==> src/rtl/uart_rx_pkg.sv <==
package uart_rx_pkg;

  typedef enum logic [2:0] {
    RX_IDLE,
    RX_START,
    RX_DATA,
    RX_PAR,
    RX_STOP,
    RX_BRK
  } rx_state_e;

  // Insert one sampled bit into the assembly register.
  function automatic logic [7:0] shift_in(input logic [7:0] sh, input logic b,
                                          input logic msb);
    return msb ? {sh[6:0], b} : {b, sh[7:1]};
  endfunction

  // Align the assembled bits into a right-justified character.
  function automatic logic [7:0] finish_word(input logic [7:0] sh, input logic len8,
                                             input logic msb);
    if (len8) return sh;
    if (msb)  return {1'b0, sh[6:0]};
    return {1'b0, sh[7:1]};
  endfunction

  // 1 when data plus parity bit disagree with the selected sense.
  function automatic logic parity_bad(input logic [7:0] data, input logic pbit,
                                      input logic odd);
    return (^data) ^ pbit ^ ~odd ^ 1'b1;
  endfunction

endpackage

==> src/rtl/uart_rx_sync.sv <==
module uart_rx_sync #(
  parameter int STAGES = 2
) (
  input  logic clk,
  input  logic rst_n,
  input  logic din,
  output logic dout,
  output logic fall
);
  logic [STAGES-1:0] chain;
  logic              prev;

  generate
    for (genvar i = 0; i < STAGES; i++) begin : g_stage
      always_ff @(posedge clk or negedge rst_n) begin
        if (!rst_n) chain[i] <= 1'b1;
        else if (i == 0) chain[i] <= din;
        else chain[i] <= chain[(i == 0) ? 0 : i-1];
      end
    end
  endgenerate

  assign dout = chain[STAGES-1];

  always_ff @(posedge clk or negedge rst_n) begin
    if (!rst_n) prev <= 1'b1;
    else prev <= dout;
  end

  assign fall = prev & ~dout;

endmodule

==> src/rtl/uart_rx_framer.sv <==
module uart_rx_framer
  import uart_rx_pkg::*;
#(
  parameter int OS_RATE = 5
) (
  input  logic       clk,
  input  logic       rst_n,
  input  logic       tick,
  input  logic       rxd,
  input  logic       fall,
  input  logic       en,
  input  logic       clr,
  input  logic       len8,
  input  logic       par_en,
  input  logic       odd,
  input  logic       stop2,
  input  logic       msb,
  output logic       busy,
  output logic       commit,
  output logic [7:0] word,
  output logic       par_err,
  output logic       stop_err
);
  localparam int PW = $clog2(OS_RATE);
  localparam logic [PW-1:0] MID  = PW'(OS_RATE / 2);
  localparam logic [PW-1:0] LAST = PW'(OS_RATE - 1);

  rx_state_e     state;
  logic [PW-1:0] phase;
  logic [3:0]    bitcnt;
  logic [7:0]    sh;
  logic          pbad, sbad, stop_idx;

  logic       mid_hit, slot_end, last_stop;
  logic [3:0] nbits;

  assign mid_hit   = tick && (phase == MID);
  assign slot_end  = tick && (phase == LAST);
  assign nbits     = len8 ? 4'd8 : 4'd7;
  assign last_stop = (stop_idx == stop2);

  always_ff @(posedge clk or negedge rst_n) begin
    if (!rst_n) begin
      state    <= RX_IDLE;
      phase    <= '0;
      bitcnt   <= '0;
      sh       <= '0;
      pbad     <= 1'b0;
      sbad     <= 1'b0;
      stop_idx <= 1'b0;
    end else if (clr || !en) begin
      state <= RX_IDLE;
      phase <= '0;
    end else if (state == RX_IDLE) begin
      if (fall) begin
        state <= RX_START;
        phase <= '0;
      end
    end else begin
      if (tick) phase <= slot_end ? '0 : phase + 1'b1;
      unique case (state)
        RX_START: begin
          if (mid_hit && rxd) state <= RX_IDLE;
          else if (slot_end) begin
            state  <= RX_DATA;
            bitcnt <= '0;
            pbad   <= 1'b0;
            sbad   <= 1'b0;
          end
        end
        RX_DATA: begin
          if (mid_hit) begin
            sh     <= shift_in(sh, rxd, msb);
            bitcnt <= bitcnt + 1'b1;
          end
          if (slot_end && bitcnt == nbits) begin
            state    <= par_en ? RX_PAR : RX_STOP;
            stop_idx <= 1'b0;
          end
        end
        RX_PAR: begin
          if (mid_hit) pbad <= parity_bad(finish_word(sh, len8, msb), rxd, odd);
          if (slot_end) state <= RX_STOP;
        end
        RX_STOP: begin
          if (mid_hit) begin
            if (!rxd) sbad <= 1'b1;
            if (last_stop) state <= rxd ? RX_IDLE : RX_BRK;
          end else if (slot_end) begin
            stop_idx <= 1'b1;
          end
        end
        RX_BRK: begin
          // Line still low at the slot boundary: this slot is a start bit.
          if (slot_end) state <= rxd ? RX_IDLE : RX_START;
        end
        default: state <= RX_IDLE;
      endcase
    end
  end

  assign busy     = (state != RX_IDLE);
  assign commit   = (state == RX_STOP) && mid_hit && last_stop && en && !clr;
  assign word     = finish_word(sh, len8, msb);
  assign par_err  = par_en && pbad;
  assign stop_err = sbad || !rxd;

  // leaving idle always follows a detected falling edge
  assert_start_on_edge_R10: assert property (@(posedge clk) disable iff (!rst_n)
    $rose(busy) |-> $past(fall));

  // a low enable parks the receiver
  assert_disable_idles_R10: assert property (@(posedge clk) disable iff (!rst_n)
    !en |=> !busy);

  // the clear command abandons any frame in progress
  assert_clear_idles_R8: assert property (@(posedge clk) disable iff (!rst_n)
    clr |=> !busy);

  // the character is taken on a tick only
  assert_commit_on_tick_R4: assert property (@(posedge clk) disable iff (!rst_n)
    commit |-> tick);

endmodule

==> src/rtl/uart_rx_hold.sv <==
module uart_rx_hold (
  input  logic       clk,
  input  logic       rst_n,
  input  logic       commit,
  input  logic [7:0] word,
  input  logic       par_err,
  input  logic       stop_err,
  input  logic       rd,
  input  logic       clr,
  output logic [7:0] data,
  output logic       full,
  output logic       pe,
  output logic       fe,
  output logic       ore
);
  always_ff @(posedge clk or negedge rst_n) begin
    if (!rst_n) begin
      data <= '0;
      full <= 1'b0;
      pe   <= 1'b0;
      fe   <= 1'b0;
      ore  <= 1'b0;
    end else begin
      if (commit) data <= word;

      if (commit) full <= 1'b1;
      else if (rd) full <= 1'b0;

      if (clr) begin
        pe  <= 1'b0;
        fe  <= 1'b0;
        ore <= 1'b0;
      end else if (commit) begin
        if (par_err)     pe  <= 1'b1;
        if (stop_err)    fe  <= 1'b1;
        if (full && !rd) ore <= 1'b1;
      end
    end
  end

  // a finished character marks the holding register full
  assert_commit_sets_full_R6: assert property (@(posedge clk) disable iff (!rst_n)
    commit |=> full);

  // an acknowledged read empties it
  assert_read_clears_full_R6: assert property (@(posedge clk) disable iff (!rst_n)
    (rd && !commit) |=> !full);

  // unread data overwritten raises overrun
  assert_overrun_flag_R7: assert property (@(posedge clk) disable iff (!rst_n)
    (commit && full && !rd) |=> ore);

  // clear leaves no error flag standing
  assert_clear_errors_R8: assert property (@(posedge clk) disable iff (!rst_n)
    clr |=> !(pe || fe || ore));

  // error flags only fall on a clear
  assert_sticky_frame_R8: assert property (@(posedge clk) disable iff (!rst_n)
    (fe && !clr) |=> fe);

endmodule

==> src/rtl/uart_rx_core.sv <==
module uart_rx_core #(
  parameter int OS_RATE     = 5,
  parameter int SYNC_STAGES = 2
) (
  input  logic       clk,
  input  logic       rst_n,
  input  logic       os_tick,
  input  logic       rx_in,
  input  logic       rx_en,
  input  logic       len8,
  input  logic       par_en,
  input  logic       par_odd,
  input  logic       stop2,
  input  logic       msb_first,
  input  logic       clr_err,
  input  logic       rd_ack,
  output logic [7:0] rx_data,
  output logic       rx_full,
  output logic       err_parity,
  output logic       err_frame,
  output logic       err_overrun,
  output logic       bus_idle
);
  logic       rxd, fall_evt, busy, commit_evt, par_err, stop_err;
  logic [7:0] word;

  uart_rx_sync #(.STAGES(SYNC_STAGES)) u_sync (
    .clk(clk), .rst_n(rst_n), .din(rx_in), .dout(rxd), .fall(fall_evt)
  );

  uart_rx_framer #(.OS_RATE(OS_RATE)) u_framer (
    .clk(clk), .rst_n(rst_n), .tick(os_tick), .rxd(rxd), .fall(fall_evt),
    .en(rx_en), .clr(clr_err), .len8(len8), .par_en(par_en), .odd(par_odd),
    .stop2(stop2), .msb(msb_first), .busy(busy), .commit(commit_evt),
    .word(word), .par_err(par_err), .stop_err(stop_err)
  );

  uart_rx_hold u_hold (
    .clk(clk), .rst_n(rst_n), .commit(commit_evt), .word(word),
    .par_err(par_err), .stop_err(stop_err), .rd(rd_ack), .clr(clr_err),
    .data(rx_data), .full(rx_full), .pe(err_parity), .fe(err_frame),
    .ore(err_overrun)
  );

  assign bus_idle = !busy;

  // a character can only complete while a frame is in progress
  assert_busy_at_commit_R11: assert property (@(posedge clk) disable iff (!rst_n)
    commit_evt |-> !bus_idle);

endmodule

==> config.mk <==
export PLATFORM = sky130hd
export DESIGN_NAME = uart_rx_core
export DESIGN_NICKNAME = d
export VERILOG_FILES = /design/src/rtl/uart_rx_pkg.sv /design/src/rtl/uart_rx_sync.sv /design/src/rtl/uart_rx_framer.sv /design/src/rtl/uart_rx_hold.sv /design/src/rtl/uart_rx_core.sv
export SDC_FILE = /design/constraint.sdc
export NUM_CORES = 1
export LEC_CHECK = 0
export ABC_AREA = 1
export CAP_MARGIN = 5
export CORE_AREA = 2 2 79 58
export CTS_BUF_LIST = sky130_fd_sc_hd__clkbuf_2 sky130_fd_sc_hd__clkbuf_4 sky130_fd_sc_hd__clkbuf_8
export DETAILED_ROUTE_END_ITERATION = 12
export DIE_AREA = 0 0 81 60
export PLACE_DENSITY_LB_ADDON = 0.08
export SETUP_SLACK_MARGIN = 0.1
export SYNTH_ARGS = -nofsm -noshare
export SYNTH_HDL_FRONTEND = slang
export SYNTH_SLANG_ARGS = --single-unit
==> constraint.sdc <==
create_clock -name clk -period 1.4 [get_ports clk]
set_input_delay 0.35 -clock clk [delete_from_list [all_inputs] [get_ports clk]]
set_output_delay 0.35 -clock clk [all_outputs]
set_load 0.05 [all_outputs]
==> results.toml <==
[logic_synthesis]
synth_warnings = 0
synth_edf_count = 0
yosys.area.top_type = "dfrtp_1"
yosys-top-cells-count = "nand2_1, dfrtp_1, inv_1"
synth.avg_cell_area_sq_um = 8.03
synthesis.nets = 274
ys_types = 32
synthCells = 258
postSynth.asyncResetShare_pct = 100
yosysTopAreaCellShare_pct = 39.9
yosysSeqAreaShare_pct = 43.7
syn-cell-area_sq_mm = 0.00207
ys.flop_type = "dfrtp_1"
ys_seq_elements = 36
yosys-top-cells-area = "dfrtp_1, nand2_1, inv_1"
post-synth-top-count-cell = "nand2_1"

[floorplan]
core_area_sq_mm = 0.00415
dieArea_sq_mm = 0.00486
initial_core_util_pct = 49.8
die_h_um = 60
io_pins = 25
dieWidth_um = 81
rows = 20

[clock_network]
htree_levels = 2
clk_pin_slew_ns = 0.08
cts_tree = "built"
clock-root-buffer = "clkbuf_8"
clkLatencyLatePin_ns = 0.30
clockBufferDepth = 2
clock_sinks = 36
numCtsBuffers = 5

[detailed_routing]
drc = 0
via_count = 2466
via_per_inst = 5.76
drtIter0Drc = 290
dr.pass1.iters = 5
wl_um = 8120
wl_per_cell_um = 19.0
antenna_left = 0

[grt]
grt_max_degree = 15
grt_pass1_wl_um = 10500
use_met2_pct = 46.0
met3_usage_pct = 5.59
met1_usage_pct = 41.2
grt_use_total_pct = 29.1
grt_pass1_vias = 2169
antenna_found_initial = 0
gr-total-overflow = 0
grt_busiest_layer = "met2"

[hold_path]
hp-class = "reg -> reg"
min_to = "u_sync.dout"
whs_path_depth = 0
min_from = "u_sync.chain[0]"

[critical_path]
cp.required_ns = 1.62
arrival_ns = 2.00
slowest_delay_ns = 0.41
r2r_cells = 10
cp-end-kind = "flip-flop"
start_kind = "flip-flop"
path_max_fanout = 5
slowest_stage = "dfrtp_1"
critical_path.cell_chain = "buf_6 -> ha_4 -> nand3_4 -> inv_1 -> a21oi_1 -> nor3_1 -> nand2_1 -> nand2_2 -> nand3_1 -> o21ai_1"
critPathBufInv = 2
regToRegSetupSlack_ns = -0.38
crit_type = "reg -> reg"
path_delay_family = "simple AND/OR/NAND/NOR gates"
r2r_end = "u_framer.state[2]"
reg2reg_from = "u_framer.phase[1]"

[cells_and_area]
layout-drive-gt1-share_pct = 49.9
nNetsFinal = 388
area_growth_pct = 73.1
diodes = 0
multi_input_area_sq_mm = 0.00125
final_core_util_pct = 86.3
seq_area_sq_um = 906
nFillCells = 207

[sta]
layout_setup_ws_ns = -0.381
worst_slew_pin_slew_ns = 0.386
rsz0062_at_grt = "true"
setup_violations = 34
skew_ns = 0.0117
max_slew_margin_pct = 74.3
fmax_ghz = 0.562
fin_crit_ns = 1.78
slew_violations = 0
fin_crit_sh_pct = 127
hold_viol = 0
setup_tns_ns = -6.29

[pwr]
ir_drop_v = 0.000767
powerDensity_mw_per_mm2 = 731
leakagePower_nw = 1.73
fin_total_pwr_mw = 2.62

[placement]
port_buffers = 24
place_congestion = 0.873
post-place-ws_ns = -0.787
hpwl_um = 4000

[job]
drv_cap = 0

[run_status]
status = "finished, violations left"
violations = "negative setup slack"
## cell usage in the layout, fill, tap and decap left out, types with 3 or more instances in the layout
master	instances
dlygate4sd2_1	3
nand2_1	53
o21ai_0	3
nor2_4	9
o21ai_1	16
buf_6	17
nand3_4	4
nand3_1	12
o211ai_1	9
clkbuf_8	6
nand4_1	4
dfrtp_1	32
buf_12	14
buf_4	66
nand3_2	4
nor2_2	3
inv_1	25
o21ai_2	16
inv_2	9
dfstp_2	3
nand2_2	9
nand2_4	4
clkdlybuf4s50_1	5
nor2_1	12
## final cells by class
cell class	instances	area share, %
well taps	55	1.92
repair buffers	109	30.2
clock inverters	1	0.209
inverters	36	4.33
flip-flops and latches	36	25.3
repair inverters	2	0.768
clock buffers	7	2.51
multi-input cells	182	34.8
## metal layers
metal,part of all wire (%),vias up
met3,8.2,42
met2,48,169
met5,0,-
met1,39,1181
met4,4.5,0
li1,-,1074
## worst max-delay path by stage
stage,startpoint,to,slack [ns],depth (start not counted)
floorplan,msb_first,u_framer.pbad,-0.04,14
detailed placement,msb_first,u_framer.pbad,-0.79,14
finish,u_framer.phase[1],u_framer.state[2],-0.38,10
global placement,msb_first,u_framer.pbad,-0.69,14
global route,u_framer.phase[0],u_framer.state[2],-0.48,10
CTS,u_framer.state[0],bus_idle,-0.15,5
## state kept, by name, indices dropped and copies added (netlist names)
register	cells
u_hold.fe	1
u_hold.pe	1
u_sync.dout	1
u_framer.state	3
u_hold.full	1
u_sync.prev	1
u_framer.phase	3
u_hold.data	8
u_framer.bitcnt	4
u_hold.ore	1
u_framer.sh	8
u_sync.chain	1
u_framer.sbad	1
u_framer.pbad	1
u_framer.stop_idx	1
## where the power goes
part / internal, mW / switching, mW
registers: 1.08 / 0.0350
logic: 0.318 / 0.367
clock network: 0.420 / 0.396
total: 1.82 / 0.798
## worst register-to-register path: cells and delay by family, from the launching register on
kind                     cells  cell delay [ns]
AO/OA/AOI/OAI                2             0.20
adder cells (fa/ha/maj)      1             0.14
buffers and inverters        2             0.23
flip-flops                   1             0.41
AND/OR/NAND/NOR              5             0.73
## timing repair
item	CTS	global route
pin swaps	11	17
endpoints found under the setup margin	34	34
hold buffers	1	0
cloned	3	0
gates resized for setup	52	39
buffers inserted	19	11
endpoints found under the hold margin	9	0
## through the flow
stage,hold WS (ns),cell area [sq um],cells
6_report,0.359,3580,428
5_1_grt,0.363,3580,428
4_1_cts,0.357,3380,418
3_5_place_dp,0.265,2990,388
3_3_place_gp,0.267,2990,388
2_1_floorplan,0.0544,2180,258
## cells by family after synthesis
family / share of synthesized area (%)
adders and majority gates: 2.42
DFF: 43.7
AOI/OAI and AO/OA: 15.5
and+or+nand+nor: 26.0
muxes: 2.66
buffers and inverters: 8.40
xor gates and xnor gates: 1.27
No activity file was read; power rests on OpenSTA's default activity.
